--- src/rtl/rps_pkg.sv ---
package rps_pkg;
  // Length of one output phase, in reference cycles, for a rate code
  function automatic int unsigned phase_cycles(input int unsigned code);
    return 32'd1 << code;
  endfunction

  // Counter value at which a phase ends
  function automatic int unsigned term_count(input int unsigned code);
    return phase_cycles(code) - 32'd1;
  endfunction
endpackage

--- src/rtl/rps_setup_reg.sv ---
module rps_setup_reg #(
  parameter int SEL_W = 3
) (
  input  logic             clk,
  input  logic             rst_n,
  input  logic             wr,
  input  logic [SEL_W-1:0] din,
  output logic [SEL_W-1:0] q
);
  always_ff @(posedge clk or negedge rst_n) begin
    if (!rst_n)  q <= '0;
    else if (wr) q <= din;
  end
endmodule

--- src/rtl/rps_sel_sync.sv ---
module rps_sel_sync #(
  parameter int SEL_W = 3
) (
  input  logic             clk,
  input  logic             rst_n,
  input  logic [SEL_W-1:0] din,
  output logic [SEL_W-1:0] stage1,
  output logic [SEL_W-1:0] stage2,
  output logic             agree,
  output logic [SEL_W-1:0] dout
);
  assign agree = (stage1 == stage2);

  always_ff @(posedge clk or negedge rst_n) begin
    if (!rst_n) begin
      stage1 <= '0;
      stage2 <= '0;
      dout   <= '0;
    end else begin
      stage1 <= din;
      stage2 <= stage1;
      if (agree) dout <= stage2;
    end
  end
endmodule

--- src/rtl/rps_divider.sv ---
module rps_divider #(
  parameter int SEL_W = 3,
  parameter int CNT_W = 7
) (
  input  logic             clk,
  input  logic             rst_n,
  input  logic [SEL_W-1:0] sel,
  output logic [CNT_W-1:0] cnt,
  output logic             tc,
  output logic             clk_out,
  output logic             clk_en
);
  logic [CNT_W-1:0] limit;

  assign limit  = CNT_W'(rps_pkg::term_count(32'(sel)));
  // At or past the limit: a smaller code ends the phase at once
  assign tc     = (cnt >= limit);
  assign clk_en = tc & ~clk_out;

  always_ff @(posedge clk or negedge rst_n) begin
    if (!rst_n) begin
      cnt     <= '0;
      clk_out <= 1'b0;
    end else if (tc) begin
      cnt     <= '0;
      clk_out <= ~clk_out;
    end else begin
      cnt     <= cnt + 1'b1;
    end
  end
endmodule

--- src/rtl/rps_prescaler.sv ---
module rps_prescaler #(
  parameter int SEL_W = 3
) (
  input  logic             clk_ref,
  input  logic             rst_n,
  input  logic [SEL_W-1:0] rate_sel,
  input  logic             sync_en,
  input  logic             host_wr,
  output logic             clk_div,
  output logic             clk_en
);
  localparam int MAX_CODE = (1 << SEL_W) - 1;
  localparam int CNT_W    = (MAX_CODE > 0) ? MAX_CODE : 1;

  logic [SEL_W-1:0] cfg_sel;
  logic [SEL_W-1:0] sync_s1, sync_s2, sync_sel;
  logic             sync_agree;
  logic [SEL_W-1:0] active_sel;
  logic [SEL_W-1:0] sel_now;
  logic [CNT_W-1:0] div_cnt;
  logic             div_tc;

  rps_setup_reg #(.SEL_W(SEL_W)) u_setup (
    .clk(clk_ref), .rst_n(rst_n), .wr(host_wr), .din(rate_sel), .q(cfg_sel)
  );

  rps_sel_sync #(.SEL_W(SEL_W)) u_sync (
    .clk(clk_ref), .rst_n(rst_n), .din(cfg_sel),
    .stage1(sync_s1), .stage2(sync_s2), .agree(sync_agree), .dout(sync_sel)
  );

  // Ratio in force: in synchronized mode it moves only at terminal count,
  // in direct mode it shadows the setup register for a clean mode switch
  always_ff @(posedge clk_ref or negedge rst_n) begin
    if (!rst_n)       active_sel <= '0;
    else if (!sync_en) active_sel <= cfg_sel;
    else if (div_tc)  active_sel <= sync_sel;
  end

  assign sel_now = sync_en ? active_sel : cfg_sel;

  rps_divider #(.SEL_W(SEL_W), .CNT_W(CNT_W)) u_div (
    .clk(clk_ref), .rst_n(rst_n), .sel(sel_now),
    .cnt(div_cnt), .tc(div_tc), .clk_out(clk_div), .clk_en(clk_en)
  );
endmodule

--- config.mk ---
export PLATFORM = sky130hd
export DESIGN_NAME = rps_prescaler
export DESIGN_NICKNAME = d
export VERILOG_FILES = /design/src/rtl/rps_pkg.sv /design/src/rtl/rps_setup_reg.sv /design/src/rtl/rps_sel_sync.sv /design/src/rtl/rps_divider.sv /design/src/rtl/rps_prescaler.sv
export SDC_FILE = /design/constraint.sdc
export NUM_CORES = 1
export LEC_CHECK = 0
export CAP_MARGIN = 40
export CORE_MARGIN = 3
export CORE_UTILIZATION = 40
export CTS_CLUSTER_DIAMETER = 200
export DETAILED_ROUTE_END_ITERATION = 7
export PLACE_DENSITY = 0.7
export SKIP_CTS_REPAIR_TIMING = 1
export SYNTH_ARGS = -nofsm -noshare
export SYNTH_HDL_FRONTEND = slang
export SYNTH_SLANG_ARGS = --single-unit
--- constraint.sdc ---
create_clock -name clk_ref -period 6 [get_ports clk_ref]
set_input_delay 1.5 -clock clk_ref [delete_from_list [all_inputs] [get_ports clk_ref]]
set_output_delay 1.5 -clock clk_ref [all_outputs]
set_load 0.005 [all_outputs]
# Word-level counts from Yosys, hierarchy flattened
# Cells that the tools add are included.
# op_classes
n_addsub	2
n_lt_le_gt_ge	1
n_eq_ne	2
n_shift	1
muxes	4
n_bitwise	2
# ops
cell	n
3-bit 2-to-1 mux	3
7-bit by 1-bit adder with 7-bit output (second input constant)	1
7-bit >= comparator	1
7-bit 2-to-1 mux	1
1-bit by 3-bit left shift with 7-bit output (first input constant)	1
7-bit by 1-bit subtractor with 7-bit output (second input constant)	1
3-bit equality test	1
2-bit by 1-bit inequality test with 1-bit output (second input constant)	1
1-bit bitwise AND	1
1-bit NOT	1
# word_totals
reg_bits	23
in_bits	7
output_inout_bits	2
elab_cells	19

# Longest topological paths before layout
# logic_depth
word_depth	6
ltp_mapped	12
ltp_nobuf	11

# Modules after synthesis
# Synthesis repeated with hierarchy kept, for this count alone.
# hier_totals
cells_unflattened	95
area_unflattened_um2	1136.1
# modules_own_cells
mod	n_inst	cells_per_inst	area_per_inst_um2	seq_area_each_um2
rps_divider	1	53	530.5	200.2
rps_sel_sync	1	20	309.0	225.2
rps_prescaler	1	16	187.7	75.1
rps_setup_reg	1	6	108.9	75.1

# Worst setup path before layout
# No wires, ideal clock.
# synth_path
path_kind	input-to-output
start	in sync_en
end	out clk_en
t_arrival_ns	3.406
slack_ns	1.094
stages	11
path_buffers	0
path_cell_list	mux2_2 nor2_1 nand2_1 ha_1 nor3_1 a21oi_1 ha_1 a21oi_1 and3_1 o21a_4 nor2_1
# synth_between
elab_chain_cells	5
# synth_lines
element	line_no	text
start: declaration	rps_prescaler.sv:7	input logic sync_en,
3-bit 2-to-1 mux	rps_prescaler.sv:40	assign sel_now = sync_en ? active_sel : cfg_sel;
1-bit by 3-bit left shift with 7-bit output	rps_pkg.sv:4	return 32'd1 << code;
7-bit by 1-bit subtractor with 7-bit output	rps_pkg.sv:9	return phase_cycles(code) - 32'd1;
7-bit >= comparator	rps_divider.sv:17	assign tc = (cnt >= limit);
1-bit bitwise AND	rps_divider.sv:18	assign clk_en = tc & ~clk_out;
end: declaration	rps_prescaler.sv:10	output logic clk_en
# Every way passes these cells.

# Worst setup path after layout
# Same ends and word-level chain as after synthesis.

==> metrics.txt <==
Worst-path clk slew 0.13 ns; Routed Antenna Nets 0; # setup viols final 0; TritonRoute pass-1 iters 4; worst setup path category input pin to output pin; clock sink count 23; Netlist Area Pre-Place 1200 um^2; Layout Nets 144; Via density 5.20; pwr/cell area 448 nW/um^2; sequential cell area fraction in the yosys report 0.481; Critical Path End Type output pin; ranking of synthesized cells by area dfrtp_1, ha_1, mux2_2; count of input and output buffers 8; Placement Rows 19; first-pass GRT wire length 3750 um; Max Clk Rate 0.179 GHz; worst slew pin tran 0.435 ns; Finished Core Util 0.503; EDFF count, synth 0; worst vdd ir 0.250 mV; WL final 2120 um; hold slack 0.403 ns; overall routing resource usage 0.140; core area 2810 um^2; Diodes inserted 0; Netlist cell types 25; CTS Buf Count 3; share of the synthesized area in the top cell type 0.481; Synth warnings 0; gpl congestion 0.816; DP Wirelength 1670 um; Avg Inst Size Synth 11.1 um^2; internal power 0.390 mW; Remaining DRCs 0; Synth area leader dfrtp_1; count leader, synth dfrtp_1; clock skew 0.00559 ns; proportion of layout cells with a drive suffix above 1 0.189; CP max stage cell clkdlybuf4s50_1; Syn Nets 124; Die H 60.7 um; DRT iter0 DRCs 16; Gate Count Post-Synth 108; clock network power share 0.111; Critical Path Fanout Max 4; H-tree levels 1; wire per inst 13.4 um; P_sw 0.241 mW; Seq pwr share 0.378; Worst EP arrival 4.09 ns; CP Data Required Time 4.50 ns; initial antenna violation count 0; crit path time final 5.59 ns; relative slew slack 0.708; RSZ-0062 raised after global routing no; max cap viols 0; cell mode on critical path a21oi_1; synth-to-layout area growth 17.9%; status finished clean; FF+latch count, synth 23; Logic pwr share 0.511; fraction of registers with async set or reset after synthesis 1.00; Sw Ratio 0.381; fin crit share 0.932; crit path cell chain clkdlybuf4s50_1 -> mux2_2 -> nor2_2 -> nand2_1 -> ha_2 -> nor3_1 -> a21oi_1 -> ha_1 -> a21oi_1 -> and3_1 -> o21a_4 -> nor2_1 -> dlymetal6s2s_1; worst min path class flop to flop; Critical Path Source Type input pin; vias in the first global route 838; Horiz. Die Dim 60.7 um; I/O pin count 9; commonest cells in the netlist dfrtp_1, nor2_1, nand2_1; CTS tree done; GR Overflow Total 0; Post-synth top flop dfrtp_1; worst skew pair latency 0.31 ns; Max Root-Sink Buffers 2; largest net degree at the start of global routing 21; initial core utilization 0.426; Final Hold Vio Count 0; Slew Limit Fails 0; Root Buffer clkbuf_4; Leak Pwr 0.638 nW; Crit path largest cell delay 0.52 ns; fillcell total 267; DIE AREA 3680 um^2; vias post-DR 821
registers in the layout, indices dropped and copies added, names as in the netlist:
name	cells
u_div.clk_out	1
active_sel	3
u_sync.stage1	3
u_sync.dout	3
u_setup.q	3
u_sync.stage2	3
u_div.cnt	7
worst paths after layout:
path | start | to | slack (ns) | cells after the start
max in group asynchronous | rst_n | u_setup.q[1] | 4.22 | 2
min in group asynchronous | rst_n | active_sel[1] | 1.39 | 1
setup reg to reg | u_setup.q[1] | u_div.cnt[5] | 3.33 | 12
hold / removal | u_sync.stage1[0] | u_sync.stage2[0] | 0.40 | 0
setup / recovery | sync_en | clk_en | 0.41 | 13
hold reg to reg | u_sync.stage1[0] | u_sync.stage2[0] | 0.40 | 0
area by class of cell:
cell class / instances / area, um^2 / share of cell area
clock inverter: 1 / 5.00 / 0.00355
timing repair buffer: 16 / 150 / 0.106
tap: 31 / 38.8 / 0.0275
multi-input combinational: 82 / 611 / 0.433
sequential: 23 / 576 / 0.408
clock buffer: 3 / 22.5 / 0.0160
inverter: 2 / 7.51 / 0.00532
layer usage:
metal / up-vias / track usage / share of wire / wire length (um)
met1: 386 / 0.195 / 0.47 / 1010
met3: 6 / 0.0213 / 0.025 / 54
li1: 416 / - / - / -
met4: 0 / 0.0712 / 0.019 / 41
met2: 13 / 0.211 / 0.48 / 1020
met5: - / 0 / 0 / 0
critical path: cells and delay by family:
family	cells	cell delay (ns)
buffers and inverters	2	0.66
multiplexers	1	0.37
adder cells (fa/ha/maj)	2	0.54
AO/OA/AOI/OAI	3	0.34
AND/OR/NAND/NOR	5	0.68
power groups by stage:
stage                     logic (mW)  clock network, mW  registers (mW)
after floorplan                0.217                  0           0.230
after global placement         0.310                  0           0.239
after detailed placement       0.321                  0           0.241
after CTS                      0.326             0.0709           0.238
after global routing           0.366             0.0786           0.245
final                          0.322             0.0702           0.239
cells by family (layout without fill, tap and decap cells):
group / count (synthesis) / in the layout / share of synthesized area
flip-flops: 23 / 23 / 0.481
AO/OA/AOI/OAI: 16 / 16 / 0.109
AND/OR/NAND/NOR: 40 / 40 / 0.164
multiplexers: 7 / 7 / 0.0659
buffers and inverters: 3 / 22 / 0.0126
adder cells (fa/ha/maj): 9 / 9 / 0.0941
XOR/XNOR: 10 / 10 / 0.0732
layout by cell type (no fill, tap or decap), types with 2 or more instances in the layout:
master,netlist,final
mux2_2,7,7
nand4_1,2,2
buf_4,1,7
xnor2_1,5,5
nand3_1,4,4
clkdlybuf4s50_1,0,7
nor2_1,12,11
dfrtp_1,23,23
nand2b_1,3,3
a21oi_1,3,3
and3_1,2,2
nand2_1,10,10
xor2_1,5,5
o211ai_1,6,6
and2_1,5,5
clkbuf_4,0,3
inv_1,2,2
ha_1,9,8
metrics by stage:
step / cell area [um^2] / TNS, ns / setup WS [ns] / total power, mW / std cells
after global placement: 1360 / 0 / 0.0923 / 0.549 / 153
after CTS: 1400 / -0.00142 / -0.00142 / 0.635 / 158
after detailed placement: 1380 / 0 / 0.0162 / 0.563 / 154
after global routing: 1410 / 0 / 0.244 / 0.690 / 158
final: 1410 / 0 / 0.405 / 0.631 / 158
after floorplan: 1200 / 0 / 1.09 / 0.447 / 108
No activity file was read; power rests on OpenSTA's default activity.
